$ cat config.mk
export PLATFORM = sky130hd
export DESIGN_NAME = evq_writer
export DESIGN_NICKNAME = d
export VERILOG_FILES = /design/src/rtl/evq_pkg.sv /design/src/rtl/evq_ring_state.sv /design/src/rtl/evq_entry_fmt.sv /design/src/rtl/evq_ctrl.sv /design/src/rtl/evq_writer.sv
export SDC_FILE = /design/constraint.sdc
export NUM_CORES = 1
export LEC_CHECK = 0
export BUFFER_PORTS_ARGS = -buffer_cell sky130_fd_sc_hd__buf_2
export CELL_PAD_IN_SITES_DETAIL_PLACEMENT = 0
export CELL_PAD_IN_SITES_GLOBAL_PLACEMENT = 2
export CORE_ASPECT_RATIO = 1.1
export CORE_MARGIN = 4
export CORE_UTILIZATION = 30
export DETAILED_ROUTE_END_ITERATION = 10
export PLACE_DENSITY_LB_ADDON = 0.3
export SYNTH_ARGS = -nofsm -noshare
export SYNTH_HDL_FRONTEND = slang
export SYNTH_SLANG_ARGS = --single-unit
$ cat constraint.sdc
create_clock -name clk_i -period 3.4 [get_ports clk_i]
set_clock_uncertainty 0.1 [all_clocks]
set_input_delay 0.68 -clock clk_i [delete_from_list [all_inputs] [get_ports clk_i]]
set_output_delay 0.68 -clock clk_i [all_outputs]
set_load 0.005 [all_outputs]
$ cat src/rtl/evq_pkg.sv
package evq_pkg;
  typedef enum logic [0:0] {
    ST_IDLE  = 1'b0,
    ST_WRITE = 1'b1
  } evq_state_e;

  localparam int HI_W   = 28;
  localparam int LO_W   = 32;
  localparam int ADDR_W = HI_W + LO_W;
  localparam int REC_W  = 32;
  localparam int DATA_W = REC_W - 1;
  localparam int ENTRY_SHIFT = 2;
endpackage

$ cat src/rtl/evq_ring_state.sv
module evq_ring_state
  import evq_pkg::*;
#(
  parameter int CODE_W   = 4,
  parameter int MAX_CODE = 5,
  parameter int MIN_LOG2 = 10,
  localparam int IDX_W   = MAX_CODE + MIN_LOG2
) (
  input  logic              clk_i,
  input  logic              rst_ni,
  input  logic              load_i,
  input  logic [HI_W-1:0]   base_hi_i,
  input  logic [LO_W-1:0]   base_lo_i,
  input  logic [CODE_W-1:0] code_i,
  input  logic [IDX_W-1:0]  index_i,
  input  logic              gen_i,
  input  logic              commit_i,
  output logic [ADDR_W-1:0] base_o,
  output logic [IDX_W-1:0]  index_o,
  output logic              gen_o
);
  logic [ADDR_W-1:0] base_q;
  logic [CODE_W-1:0] code_q;
  logic [IDX_W-1:0]  index_q;
  logic              gen_q;
  logic [IDX_W-1:0]  mask_cur;
  logic [IDX_W-1:0]  mask_new;
  logic [CODE_W-1:0] code_new;
  logic [IDX_W-1:0]  index_nxt;

  function automatic logic [CODE_W-1:0] clamp_code(input logic [CODE_W-1:0] c);
    return (c > CODE_W'(MAX_CODE)) ? CODE_W'(MAX_CODE) : c;
  endfunction

  function automatic logic [IDX_W-1:0] mask_of(input logic [CODE_W-1:0] c);
    logic [IDX_W-1:0] m;
    for (int b = 0; b < IDX_W; b++) m[b] = (b < MIN_LOG2 + int'(c));
    return m;
  endfunction

  assign code_new  = clamp_code(code_i);
  assign mask_new  = mask_of(code_new);
  assign mask_cur  = mask_of(code_q);
  assign index_nxt = (index_q + IDX_W'(1)) & mask_cur;

  always_ff @(posedge clk_i or negedge rst_ni) begin
    if (!rst_ni) begin
      base_q  <= '0;
      code_q  <= '0;
      index_q <= '0;
      gen_q   <= 1'b0;
    end else if (load_i) begin
      base_q  <= {base_hi_i, base_lo_i};
      code_q  <= code_new;
      index_q <= index_i & mask_new;
      gen_q   <= gen_i;
    end else if (commit_i) begin
      index_q <= index_nxt;
      if (index_nxt == '0) gen_q <= ~gen_q;
    end
  end

  assign base_o  = base_q;
  assign index_o = index_q;
  assign gen_o   = gen_q;

  a_r7_gen_only_on_wrap: assert property (@(posedge clk_i) disable iff (!rst_ni)
    (!$stable(gen_q) && !$past(load_i)) |-> (index_q == '0));

  a_r5_index_in_ring: assert property (@(posedge clk_i) disable iff (!rst_ni)
    (index_q & ~mask_cur) == '0);

  a_r5_code_clamped: assert property (@(posedge clk_i) disable iff (!rst_ni)
    code_q <= CODE_W'(MAX_CODE));
endmodule

$ cat src/rtl/evq_entry_fmt.sv
module evq_entry_fmt
  import evq_pkg::*;
#(
  parameter int IDX_W = 15
) (
  input  logic [ADDR_W-1:0] base_i,
  input  logic [IDX_W-1:0]  index_i,
  input  logic              gen_i,
  input  logic [DATA_W-1:0] data_i,
  output logic [ADDR_W-1:0] addr_o,
  output logic [REC_W-1:0]  wdata_o
);
  localparam int BYTES = REC_W / 8;
  logic [REC_W-1:0] rec;

  assign rec    = {gen_i, data_i};
  assign addr_o = base_i + (ADDR_W'(index_i) << ENTRY_SHIFT);

  // lowest lane carries the most significant record byte
  for (genvar i = 0; i < BYTES; i++) begin : g_lane
    assign wdata_o[8*i +: 8] = rec[8*(BYTES-1-i) +: 8];
  end
endmodule

$ cat src/rtl/evq_ctrl.sv
module evq_ctrl
  import evq_pkg::*;
(
  input  logic clk_i,
  input  logic rst_ni,
  input  logic push_i,
  input  logic cfg_we_i,
  input  logic mem_ready_i,
  input  logic mem_err_i,
  output logic accept_o,
  output logic load_o,
  output logic commit_o,
  output logic busy_o,
  output logic mem_req_o,
  output logic done_o,
  output logic done_err_o
);
  evq_state_e state_q, state_d;
  logic handshake;
  logic done_q, done_err_q;

  assign accept_o  = (state_q == ST_IDLE) && push_i && !cfg_we_i;
  assign load_o    = (state_q == ST_IDLE) && cfg_we_i;
  assign mem_req_o = (state_q == ST_WRITE);
  assign handshake = mem_req_o && mem_ready_i;
  assign commit_o  = handshake && !mem_err_i;

  always_comb begin
    state_d = state_q;
    unique case (state_q)
      ST_IDLE:  if (accept_o)  state_d = ST_WRITE;
      ST_WRITE: if (handshake) state_d = ST_IDLE;
      default:                 state_d = ST_IDLE;
    endcase
  end

  always_ff @(posedge clk_i or negedge rst_ni) begin
    if (!rst_ni) begin
      state_q    <= ST_IDLE;
      done_q     <= 1'b0;
      done_err_q <= 1'b0;
    end else begin
      state_q    <= state_d;
      done_q     <= handshake;
      done_err_q <= handshake && mem_err_i;
    end
  end

  assign busy_o     = (state_q != ST_IDLE);
  assign done_o     = done_q;
  assign done_err_o = done_err_q;

  a_r9_req_held: assert property (@(posedge clk_i) disable iff (!rst_ni)
    (mem_req_o && !mem_ready_i) |=> mem_req_o);

  a_r2_busy_needs_push: assert property (@(posedge clk_i) disable iff (!rst_ni)
    $rose(busy_o) |-> $past(push_i && !cfg_we_i));

  a_r10_done_after_hs: assert property (@(posedge clk_i) disable iff (!rst_ni)
    done_o |-> $past(mem_req_o && mem_ready_i));

  a_r10_err_in_done: assert property (@(posedge clk_i) disable iff (!rst_ni)
    done_err_o |-> done_o);

  a_r10_single_pulse: assert property (@(posedge clk_i) disable iff (!rst_ni)
    done_o |=> !done_o);
endmodule

$ cat src/rtl/evq_writer.sv
module evq_writer
  import evq_pkg::*;
#(
  parameter int CODE_W   = 4,
  parameter int MAX_CODE = 5,
  parameter int MIN_LOG2 = 10,
  localparam int IDX_W   = MAX_CODE + MIN_LOG2
) (
  input  logic              clk_i,
  input  logic              rst_ni,
  input  logic              cfg_we_i,
  input  logic [HI_W-1:0]   cfg_base_hi_i,
  input  logic [LO_W-1:0]   cfg_base_lo_i,
  input  logic [CODE_W-1:0] cfg_size_i,
  input  logic [IDX_W-1:0]  cfg_index_i,
  input  logic              cfg_gen_i,
  input  logic              push_i,
  input  logic [DATA_W-1:0] push_data_i,
  output logic              busy_o,
  output logic              mem_req_o,
  output logic [ADDR_W-1:0] mem_addr_o,
  output logic [REC_W-1:0]  mem_data_o,
  input  logic              mem_ready_i,
  input  logic              mem_err_i,
  output logic              done_o,
  output logic              done_err_o
);
  logic accept, load, commit;
  logic [ADDR_W-1:0] base;
  logic [IDX_W-1:0]  index;
  logic              gen;
  logic [DATA_W-1:0] data_q;

  evq_ctrl u_ctrl (
    .clk_i       (clk_i),
    .rst_ni      (rst_ni),
    .push_i      (push_i),
    .cfg_we_i    (cfg_we_i),
    .mem_ready_i (mem_ready_i),
    .mem_err_i   (mem_err_i),
    .accept_o    (accept),
    .load_o      (load),
    .commit_o    (commit),
    .busy_o      (busy_o),
    .mem_req_o   (mem_req_o),
    .done_o      (done_o),
    .done_err_o  (done_err_o)
  );

  evq_ring_state #(
    .CODE_W   (CODE_W),
    .MAX_CODE (MAX_CODE),
    .MIN_LOG2 (MIN_LOG2)
  ) u_state (
    .clk_i     (clk_i),
    .rst_ni    (rst_ni),
    .load_i    (load),
    .base_hi_i (cfg_base_hi_i),
    .base_lo_i (cfg_base_lo_i),
    .code_i    (cfg_size_i),
    .index_i   (cfg_index_i),
    .gen_i     (cfg_gen_i),
    .commit_i  (commit),
    .base_o    (base),
    .index_o   (index),
    .gen_o     (gen)
  );

  always_ff @(posedge clk_i or negedge rst_ni) begin
    if (!rst_ni)     data_q <= '0;
    else if (accept) data_q <= push_data_i;
  end

  evq_entry_fmt #(.IDX_W(IDX_W)) u_fmt (
    .base_i  (base),
    .index_i (index),
    .gen_i   (gen),
    .data_i  (data_q),
    .addr_o  (mem_addr_o),
    .wdata_o (mem_data_o)
  );

  a_r9_beat_stable: assert property (@(posedge clk_i) disable iff (!rst_ni)
    (mem_req_o && !mem_ready_i) |=> ($stable(mem_addr_o) && $stable(mem_data_o)));

  a_r8_err_keeps_ring: assert property (@(posedge clk_i) disable iff (!rst_ni)
    done_err_o |-> ($stable(index) && $stable(gen)));

  a_r11_no_load_busy: assert property (@(posedge clk_i) disable iff (!rst_ni)
    (busy_o && !done_o && !$past(mem_ready_i)) |-> $stable(base));
endmodule

### Word level (Yosys, flattened, before mapping)

Index checks and enable logic that the tools add are counted.

| storage, ports and cells | value |
|---|---|
| register bits after elaboration | 114 |
| bits in latches | 0 |
| bits in writable memories | 0 |
| bits in read-only memories | 0 |
| bits of input ports | 117 |
| output and inout port bits | 96 |
| memories | 0 |

| operators by class | value |
|---|---|
| $add $sub $neg | 4 |
| $mul | 0 |
| divide/modulo/power cells | 0 |
| order comparisons | 31 |
| eq/ne operators | 0 |
| shifts and indexed selects | 0 |
| multiplexer cells | 9 |
| bitwise operators | 4 |
| reduce and logical (&&, ||, !) cells | 12 |

Operators with widths:

| operator | count |
|---|---|
| $lt A5 B32 Y1 const A | 14 |
| $lt A4 B32 Y1 const A | 8 |
| $lt A3 B32 Y1 const A | 4 |
| $lt A1 B32 Y1 const A | 2 |
| $lt A2 B32 Y1 const A | 2 |
| $add A60 B17 Y60 | 1 |
| $and A15 B15 Y15 | 2 |
| $mux W15 | 2 |
| $add A15 B1 Y15 const B | 1 |
| $logic_not A15 Y1 | 1 |
| $add A4 B4 Y5 const A | 2 |
| $logic_and A1 B1 Y1 | 6 |
| $mux W1 | 5 |
| $gt A4 B3 Y1 const B | 1 |
| $mux W4 | 1 |
| $reduce_bool A2 Y1 | 2 |
| $logic_not A1 Y1 | 2 |
| $not A1 Y1 | 2 |
| $pmux W1 S2 | 1 |
| $reduce_and A2 Y1 | 1 |

### Logic depth before layout (Yosys ltp)

Gate-level depths: netlist of run 1.

| logic depth | value |
|---|---|
| word-level depth | 7 |
| gate-level depth with buffers | 10 |
| depth with buffers taken out | 9 |

### Modules after synthesis

A second synthesis of run 1 with hierarchy kept.

| second synthesis, totals | value |
|---|---|
| cell total of the unflattened synthesis | 703 |
| area, all modules | 7245.7 µm² |

Modules (own cells, without submodules):

| module | times used | cells each | area each (µm²) | seq. area each (µm²) |
|---|---|---|---|---|
| evq_ring_state | 1 | 345 | 3872.5 | 2001.9 |
| evq_entry_fmt | 1 | 282 | 2075.7 | 0.0 |
| evq_writer | 1 | 65 | 1158.6 | 775.7 |
| evq_ctrl | 1 | 11 | 138.9 | 75.1 |

### Worst setup path after synthesis of run 1

Ideal clock, no wire load.

| path | value |
|---|---|
| kind | flip-flop to output port |
| from | register u_state.index_q[0] (netlist: u_state.index_o[0]) |
| to | output port mem_addr_o[44] |
| arrival time | 2.279 ns |
| setup slack | 0.341 ns |
| cell stages (with the launch flop) | 10 |
| path buffers | 0 |
| cell sequence | dfrtp_1 -> ha_1 -> fa_1 -> a21oi_1 -> nand4b_1 -> a211oi_2 -> a21bo_2 -> o21ai_2 -> nor3_1 -> xor2_1 |

| between the ends | value |
|---|---|
| cells in the longest elaborated chain, start to end | 1 |

Ends and longest elaborated chain:

| element | line | RTL |
|---|---|---|
| start: declaration | evq_ring_state.sv:24 | `logic [IDX_W-1:0] index_q;` |
| start signal: assignment | evq_ring_state.sv:55 | `index_q <= index_i & mask_new;` |
| start signal: assignment | evq_ring_state.sv:58 | `index_q <= index_nxt;` |
| $add A60 B17 Y60 | evq_entry_fmt.sv:17 | `assign addr_o = base_i + (ADDR_W'(index_i) << ENTRY_SHIFT);` |
| end: declaration | evq_writer.sv:21 | `output logic [ADDR_W-1:0] mem_addr_o,` |

Every way passes these cells.

### Final worst setup path of run 1

| path | value |
|---|---|
| from | register u_state.base_q[2] (netlist: u_state.base_o[2]) |
| to | output port mem_addr_o[52] |

| between the ends | value |
|---|---|
| cells in the longest elaborated chain, start to end | 1 |

Ends and longest elaborated chain:

| element | line | RTL |
|---|---|---|
| start: declaration | evq_ring_state.sv:22 | `logic [ADDR_W-1:0] base_q;` |
| start signal: assignment | evq_ring_state.sv:53 | `base_q <= {base_hi_i, base_lo_i};` |
| $add A60 B17 Y60 | evq_entry_fmt.sv:17 |  |

Every way passes these cells.

==> results of run 1 <==
==> per-layer routing <==
metal	up-vias	wire length, um
met2	133	11500
met4	4	374
met3	27	1150
li1	3164	-
met1	3013	9940
met5	-	27
==> worst max path at each step <==
stage | startpoint | endpoint | depth (start not counted)
2_1_floorplan | u_state.index_o[0] | mem_addr_o[44] | 9
3_3_place_gp | u_state.base_o[2] | mem_addr_o[56] | 11
3_5_place_dp | u_state.base_o[2] | mem_addr_o[56] | 11
4_1_cts | u_state.base_o[2] | mem_addr_o[30] | 11
5_1_grt | u_state.index_o[0] | mem_addr_o[30] | 11
6_report | u_state.base_o[2] | mem_addr_o[52] | 11
==> stage by stage <==
stage               setup WS (ns)  utilization (%)  hold slack [ns]  setup TNS (ns)
finish                     -0.172             42.8            0.176           -3.19
global route               -0.359             42.8            0.201           -9.98
CTS                        -0.237             42.0            0.199           -5.44
detailed placement          0.168             37.1            0.368               0
global placement            0.149             37.1            0.356               0
floorplan                   0.341                -            0.284               0
==> power by group <==
group,leakage [nW],internal (mW),switching (mW)
clock,0.283,1.17,0.671
sequential,1.38,1.60,0.229
combinational,3.23,0.906,0.965
==> worst max-delay path, cell delays in order, from the launching register on <==
cell and delay, ns:
sky130_fd_sc_hd__dfrtp_1 0.38, sky130_fd_sc_hd__ha_2 0.20, sky130_fd_sc_hd__fa_2 0.34, sky130_fd_sc_hd__a21oi_2 0.14
sky130_fd_sc_hd__nand4b_1 0.19, sky130_fd_sc_hd__a211oi_2 0.13, sky130_fd_sc_hd__a21bo_2 0.26, sky130_fd_sc_hd__o21ai_4 0.15
sky130_fd_sc_hd__buf_12 0.17, sky130_fd_sc_hd__nor4_4 0.05, sky130_fd_sc_hd__xnor2_1 0.20, sky130_fd_sc_hd__buf_2 0.16
==> cell usage in the layout, fill, tap and decap left out, drive strengths merged, types with 3 or more instances in the layout <==
cell type / count
a211oi: 4
a21o: 11
a21oi: 38
and2: 5
and3: 18
and4: 3
buf: 254
bufinv: 3
clkbuf: 20
clkinv: 3
clkinvlp: 4
dfrtp: 114
ha: 21
inv: 23
mux2: 31
nand2: 216
nand2b: 8
nand3: 28
nand4: 13
nor2: 31
nor2b: 7
nor3: 16
nor3b: 7
nor4: 11
nor4b: 3
o211ai: 7
o21a: 5
o21ai: 28
o21bai: 3
xnor2: 29
xor2: 34
==> kinds of logic (layout without fill, tap and decap cells) <==
group	after synthesis	count (layout)	share of synthesized area, %
AND/OR/NAND/NOR	370	370	25.9
AO/OA/AOI/OAI	121	121	11.7
flip-flops	114	114	40.9
XOR/XNOR	63	63	7.90
buffers and inverters	61	307	4.21
multiplexers	33	33	5.29
adder cells (fa/ha/maj)	22	22	4.05
other	1	1	0.0537
==> cell type report <==
type / instances / area [um^2]
fill: 2362 / 13100
sequential: 114 / 2860
timing repair buffer: 254 / 1480
tap: 300 / 375
clock buffer: 20 / 447
inverter: 21 / 78.8
clock inverter: 12 / 156
multi-input combinational: 610 / 4400
==> sequential cells by signal (all words and copies together), names as in the netlist <==
register,cells
u_state.base_o,60
u_ctrl.busy_o,1
u_ctrl.done_o,1
u_ctrl.done_err_o,1
u_state.code_q,4
data_q,31
u_state.index_o,15
u_state.gen_o,1
==> what timing repair did <==
item | 4_1_cts | 5_1_grt
endpoints found under the setup margin | 44 | 45
endpoints found under the hold margin | 0 | 0
pin swaps | 19 | 30
gates cloned | 3 | 1
gates resized for setup | 69 | 40
setup buffers | 6 | 5
==> impl_summary.txt, run 1 <==
----------------------------------------------------
[Routing]
  Pre-Repair DR Iteration Count ... 5
  Vias per std cell ... 4.76
  First DRT Iteration DRCs ... between 200 and 250
  Routed Antenna Nets ... 0
  Total vias in the final route ... between 6000 and 7000
  Wire per inst ... 17.3 um
  Final wirelength ... around 23000 um
  Count of unresolved DRC violations after routing ... 0

[Die]
  Std cell rows ... 58
  Die Outline Area ... approximately 26000 um^2
  Number of top-level pins ... about 210
  Height of the die ... 168 um
  Initial Utilization ... 30.5%
  Die Span X ... 153 um
  Area of the core ... ~23000 um^2

[Clocking]
  CTS tree ... built
  Clk buf depth ... 2
  Clock Root Buffer ... sky130_fd_sc_hd__clkbuf_16
  Hold bufs inserted after CTS ... 0
  Clock transition at the register clock pins on the worst setup and hold paths after CTS ... around 0.06 ns
  Inserted Clock Buffers ... 17
  CTS sink cnt ... around 110
  Count of H-tree levels built during CTS ... 4
  Clock latency at the later pin of the worst-skew pair ... between 0.4 and 0.5 ns

[Global routing]
  Met3 track utilization from global routing ... ~4.7%
  Global Route Usage Sum ... about 18%
  Global routing usage on met1 ... 22.2%
  Routing usage on met2 ... 30.5%
  Antenna violations before repair ... 2
  Vias in the first global route ... 6656
  GR Overflow Total ... 0
  Layer with the highest usage ... met2
  Global-route wire length before repair ... between 30000 and 40000 um
  Largest net degree at the start of global routing ... 72

[Setup path]
  Minimum setup slack among reg-to-reg paths ... approximately 0.67 ns
  Data arrival, critical path ... between 2 and 3 ns
  Worst-case reg-to-reg path depth ... 9
  Biggest fanout along the worst timing path ... 8
  Sort of element at the start of the critical path ... flop
  R2R Path Start ... u_state.code_q[1]
  Worst Path Required ... about 2.6 ns
  Reg2Reg Capture Point ... u_state.gen_o
  Crit path capture type ... primary output
  Critical Setup Path Class ... flop to primary output

[Cells and area]
  Final cell count without fillers ... approximately 1300
  Diodes inserted ... 0
  Total number of nets in the final design ... ~1200
  Layout cells sized above 1 ... between 40% and 50%
  Area delta synth->final ... 40.2%
  Final standard cell area without fillers ... 9790 um^2

[Placement]
  Number of buffer cells added on primary ports ... around 210
  Area after DPL ... around 8500 um^2
  Post-detailed-placement half-perimeter wirelength ... 16800 um
  Placed cells ... 1286
  Placer Congestion ... slightly above 0.8

[Timing]
  Setup repair after global routing missed its margin ... yes
  Finish-stage setup viols ... 40
  Final critical-path share of the clock period ... 105%
  Headroom to the max-slew limit ... a little over half
  Max-slew violations ... 0
  Final worst path period need ... approximately 3.6 ns
  Transition time at the pin with the least slew margin ... roughly 0.69 ns
  Fmax ... ~0.28 GHz
  Endpoints failing hold ... 0
  Worst Setup Slack, final ... -0.172 ns

[Flow run]
  Number of max-cap violations ... 0

[Power and ir drop]
  Worst vdd rail ir drop ... 0.344 mV
  Sum of internal, switching and leakage power ... roughly 5.5 mW
  Static leakage ... about 4.9 nW
  Areal power density over the cells ... 567 nW/um^2

[Synthesis]
  Net count after synthesis ... ~900
  Yosys top cell area share ... 40.9%
  Cell type with the highest aggregate area in the netlist ... sky130_fd_sc_hd__dfrtp_1
  Yosys warning count ... 0
  Count of flip-flops with a built-in enable after synthesis ... 0
  Count of mapped cells out of synthesis ... between 700 and 800
  Most frequently used flop master after synthesis ... sky130_fd_sc_hd__dfrtp_1
  List of most frequent post-synthesis cells ... sky130_fd_sc_hd__nand2_1 (213), sky130_fd_sc_hd__dfrtp_1 (114), sky130_fd_sc_hd__a21oi_1 (36), sky130_fd_sc_hd__xor2_1 (34), sky130_fd_sc_hd__mux2_2 (31)
  Cell area after synthesis ... 6980 um^2
  Ranking of synthesized cells by area ... sky130_fd_sc_hd__dfrtp_1 (41%), sky130_fd_sc_hd__nand2_1 (11%), sky130_fd_sc_hd__mux2_2 (5.0%)
  Library cells used by synthesis ... 75
  Most instantiated library cell after synthesis ... sky130_fd_sc_hd__nand2_1
  Seq/Total Area, Yosys ... around two fifths
  Post-Synthesis Mean Instance Area ... slightly below 9 um^2
  Post-synthesis sequential element count ... about 110
  Share of synthesized flip-flops with an asynchronous set or reset ... between 90% and 100%

[Min path]
  Worst hold path class ... input pin to asynchronous set/reset pin

[Status]
  Outcome ... finished with violations
  Violations in the final reports ... negative setup slack

----------------------------------------------------
Note: power is estimated with default switching activity, not from simulation.
==> run 2: changes to the inputs <==
- CORE_MARGIN: 4 -> default
==> run 2 against run 1 <==
The flow still finishes with violations (negative setup slack). Fmax decreased by 3.9%. Largest power group is now registers. Critical path depth increased by 2. Total power decreased by 0.34%. Worst hold slack got worse by 0.090 ns. Setup slack got worse by 0.15 ns. Via count increased by 0.76%.
==> impl_summary.txt, run 2 (synthesis results as in run 1) <==
----------------------------------------------------
[Clocking]
  Clk buf depth ... 2 (unchanged)
  Count of H-tree levels built during CTS ... 4 (unchanged)
  Hold bufs inserted after CTS ... 0 (unchanged)
  CTS tree ... built (unchanged)
  CTS sink cnt ... 114 (unchanged)
  Clock latency at the later pin of the worst-skew pair ... 0.42 ns (was 0.41 ns)
  Inserted Clock Buffers ... 17 (unchanged)
  Clock transition at the register clock pins on the worst setup and hold paths after CTS ... 0.06 ns (about the same)
  Clock Root Buffer ... sky130_fd_sc_hd__clkbuf_16 (unchanged)

[Cells and area]
  Number of flip-flops in the largest register ... 60 (unchanged)
  Total number of nets in the final design ... 1163 (was 1157)
  Layout cells sized above 1 ... 39.4% (was 40.2%)
  Area delta synth->final ... 40.5% (was 40.2%)
  Final standard cell area without fillers ... 9810 um^2 (was 9790 um^2)
  Layout fillers ... 2341 (was 2362)
  Final standard cell utilization of the core ... 42.9% (was 42.8%)
  Commonest cells after routing, fill and taps aside ... sky130_fd_sc_hd__nand2_1 (211), sky130_fd_sc_hd__buf_2 (211), sky130_fd_sc_hd__dfrtp_1 (109) (was sky130_fd_sc_hd__nand2_1 (211), sky130_fd_sc_hd__buf_2 (211), sky130_fd_sc_hd__dfrtp_1 (111))

[Routing]
  Count of unresolved DRC violations after routing ... 0 (unchanged)
  Total vias in the final route ... 6389 (was 6341)
  First DRT Iteration DRCs ... 259 (was 207)
  Vias per std cell ... 4.78 (was 4.76)
  Final wirelength ... 22500 um (was 23000 um)
  Pre-Repair DR Iteration Count ... 4 (was 5)
  Wire per inst ... 16.8 um (was 17.3 um)
  Routed Antenna Nets ... 0 (unchanged)

[Timing]
  Sum Neg Setup Slack ... -9.07 ns (was -3.19 ns)
  Transition time at the pin with the least slew margin ... 0.710 ns (was 0.690 ns)
  Headroom to the max-slew limit ... 52.6% (was 53.9%)
  Setup repair after global routing missed its margin ... yes (unchanged)
  Max-slew violations ... 0 (unchanged)
  Hold Worst Slack ... 0.0859 ns (was 0.176 ns)
  Fmax ... 0.269 GHz (was 0.280 GHz)
  Finish-stage setup viols ... 41 (was 40)
  Worst Setup Slack, final ... -0.318 ns (was -0.172 ns)
  Endpoints failing hold ... 0 (unchanged)
  Final worst path period need ... 3.72 ns (was 3.57 ns)
  Final critical-path share of the clock period ... 109% (was 105%)

[Placement]
  Post-detailed-placement half-perimeter wirelength ... 16500 um (was 16800 um)
  Placer Congestion ... 0.803 (was 0.806)
  Area after DPL ... 8480 um^2 (was 8490 um^2)
  Number of buffer cells added on primary ports ... 212 (unchanged)

[Power and ir drop]
  Worst vdd rail ir drop ... 0.276 mV (was 0.344 mV)
  Areal power density over the cells ... 564 nW/um^2 (was 567 nW/um^2)
  Static leakage ... 4.87 nW (was 4.89 nW)

[Die]
  Area of the core ... 22900 um^2 (unchanged)
  Die Span X ... 147 um (was 153 um)
  Std cell rows ... 58 (unchanged)
  Height of the die ... 162 um (was 168 um)
  Number of top-level pins ... 213 (unchanged)
  Initial Utilization ... 30.5% (unchanged)
  Die Outline Area ... 23900 um^2 (was 25800 um^2)

[Global routing]
  Largest net degree at the start of global routing ... 63 (was 72)
  Global Route Usage Sum ... 19.5% (was 17.8%)
  Antenna violations before repair ... 3 (was 2)
  GR Overflow Total ... 0 (unchanged)
  Vias in the first global route ... 6468 (was 6656)
  Global-route wire length before repair ... 35700 um (was 36600 um)

[Min path]
  Worst hold path class ... input pin to asynchronous set/reset pin (unchanged)

[Setup path]
  Worst Path Required ... 2.62 ns (about the same)
  Crit path capture type ... primary output (unchanged)
  Critical Path Slowest Stage Cell ... sky130_fd_sc_hd__dfrtp_1 (unchanged)
  Sort of element at the start of the critical path ... flop (unchanged)
  Data arrival, critical path ... 2.94 ns (was 2.79 ns)
  Worst path max stage delay ... 0.41 ns (was 0.38 ns)
  Biggest fanout along the worst timing path ... 7 (was 8)
  Crit path cell chain ... ha_4 -> fa_2 -> a21oi_2 -> nand4b_1 -> a211oi_4 -> buf_4 -> a21bo_4 -> o21ai_2 -> buf_6 -> buf_12 -> nor2_4 -> xor2_1 -> buf_2 (was ha_2 -> fa_2 -> a21oi_2 -> nand4b_1 -> a211oi_2 -> a21bo_2 -> o21ai_4 -> buf_12 -> nor4_4 -> xnor2_1 -> buf_2)
  Critical Setup Path Class ... flop to primary output (unchanged)

[Flow run]
  Number of max-cap violations ... 0 (unchanged)

[Status]
  Outcome ... finished with violations (unchanged)
  Violations in the final reports ... negative setup slack (unchanged)

----------------------------------------------------
==> run 2: cell count changes in the layout (fill, tap and decap cells not counted), sizes merged <==
| cell | change |
|---|---|
| clkbuf | -1 |
| diode | +1 |
| buf | +4 |
| bufinv | -1 |
| clkinv | +3 |
| clkinvlp | -2 |
| bufbuf | +2 |
| inv | +1 |
==> run 2: timing repair <==
item                       4_1_cts  5_1_grt
setup endpoints to repair       43       45
pin swaps                       19       22
resized for setup               67       23
cloned                           3        0
setup buffers                    5       10
==> run 2: through the flow <==
stage	total power, mW	setup slack (ns)	std cells
6_report	5.53	-0.318	1338
5_1_grt	5.87	-0.442	1337
4_1_cts	5.54	-0.304	1327
3_5_place_dp	3.53	0.0713	1287
3_3_place_gp	3.53	0.118	1287
2_1_floorplan	2.79	0.341	785
==> run 2: path summary, 6_finish.rpt <==
check,to,slack [ns],startpoint,cells past startpoint
max,mem_addr_o[32],-0.32,u_state.base_o[2],13
min,u_state.base_o[0],0.09,rst_ni,1
max reg2reg,u_state.gen_o,0.62,u_state.code_q[1],9
min reg2reg,u_state.base_o[0],0.37,u_state.base_o[0],2
max in group asynchronous,u_state.index_o[1],2.38,rst_ni,2
min in group clk_i,u_state.base_o[11],0.34,cfg_base_lo_i[11],3
==> run 2: cell type report <==
type	instances	area, um^2	area share, %
diodes	1	2.50	0.0255
clock buffers	19	453	4.62
clock inverters	13	150	1.53
inverters	21	78.8	0.804
multi-input cells	610	4330	44.1
flip-flops and latches	114	2860	29.1
well taps	300	375	3.83
repair buffers	260	1560	15.9
==> run 2: routing by layer <==
| layer | global-route usage, % | share of wire [%] | vias up |
|---|---|---|---|
| met5 | 0 | 0.098 | - |
| met3 | 4.61 | 4.9 | 26 |
| met1 | 23.7 | 43 | 3026 |
| met2 | 33.8 | 51 | 157 |
| met4 | 6.14 | 1.5 | 4 |
| li1 | - | - | 3176 |
==> run 2: worst max-delay path, delay by kind of cell, from the launching register on <==
family          cells  cell delay (ns)
fa+ha+maj           2             0.54
simple gates        2             0.25
flops               1             0.41
compound gates      4             0.58
buf+inv             4             0.62
xor+xnor            1             0.13
==> run 2: power by group <==
part	internal, mW	switching, mW	total [mW]
clock	1.13	0.709	1.84
sequential	1.60	0.244	1.85
combinational	0.901	0.947	1.85
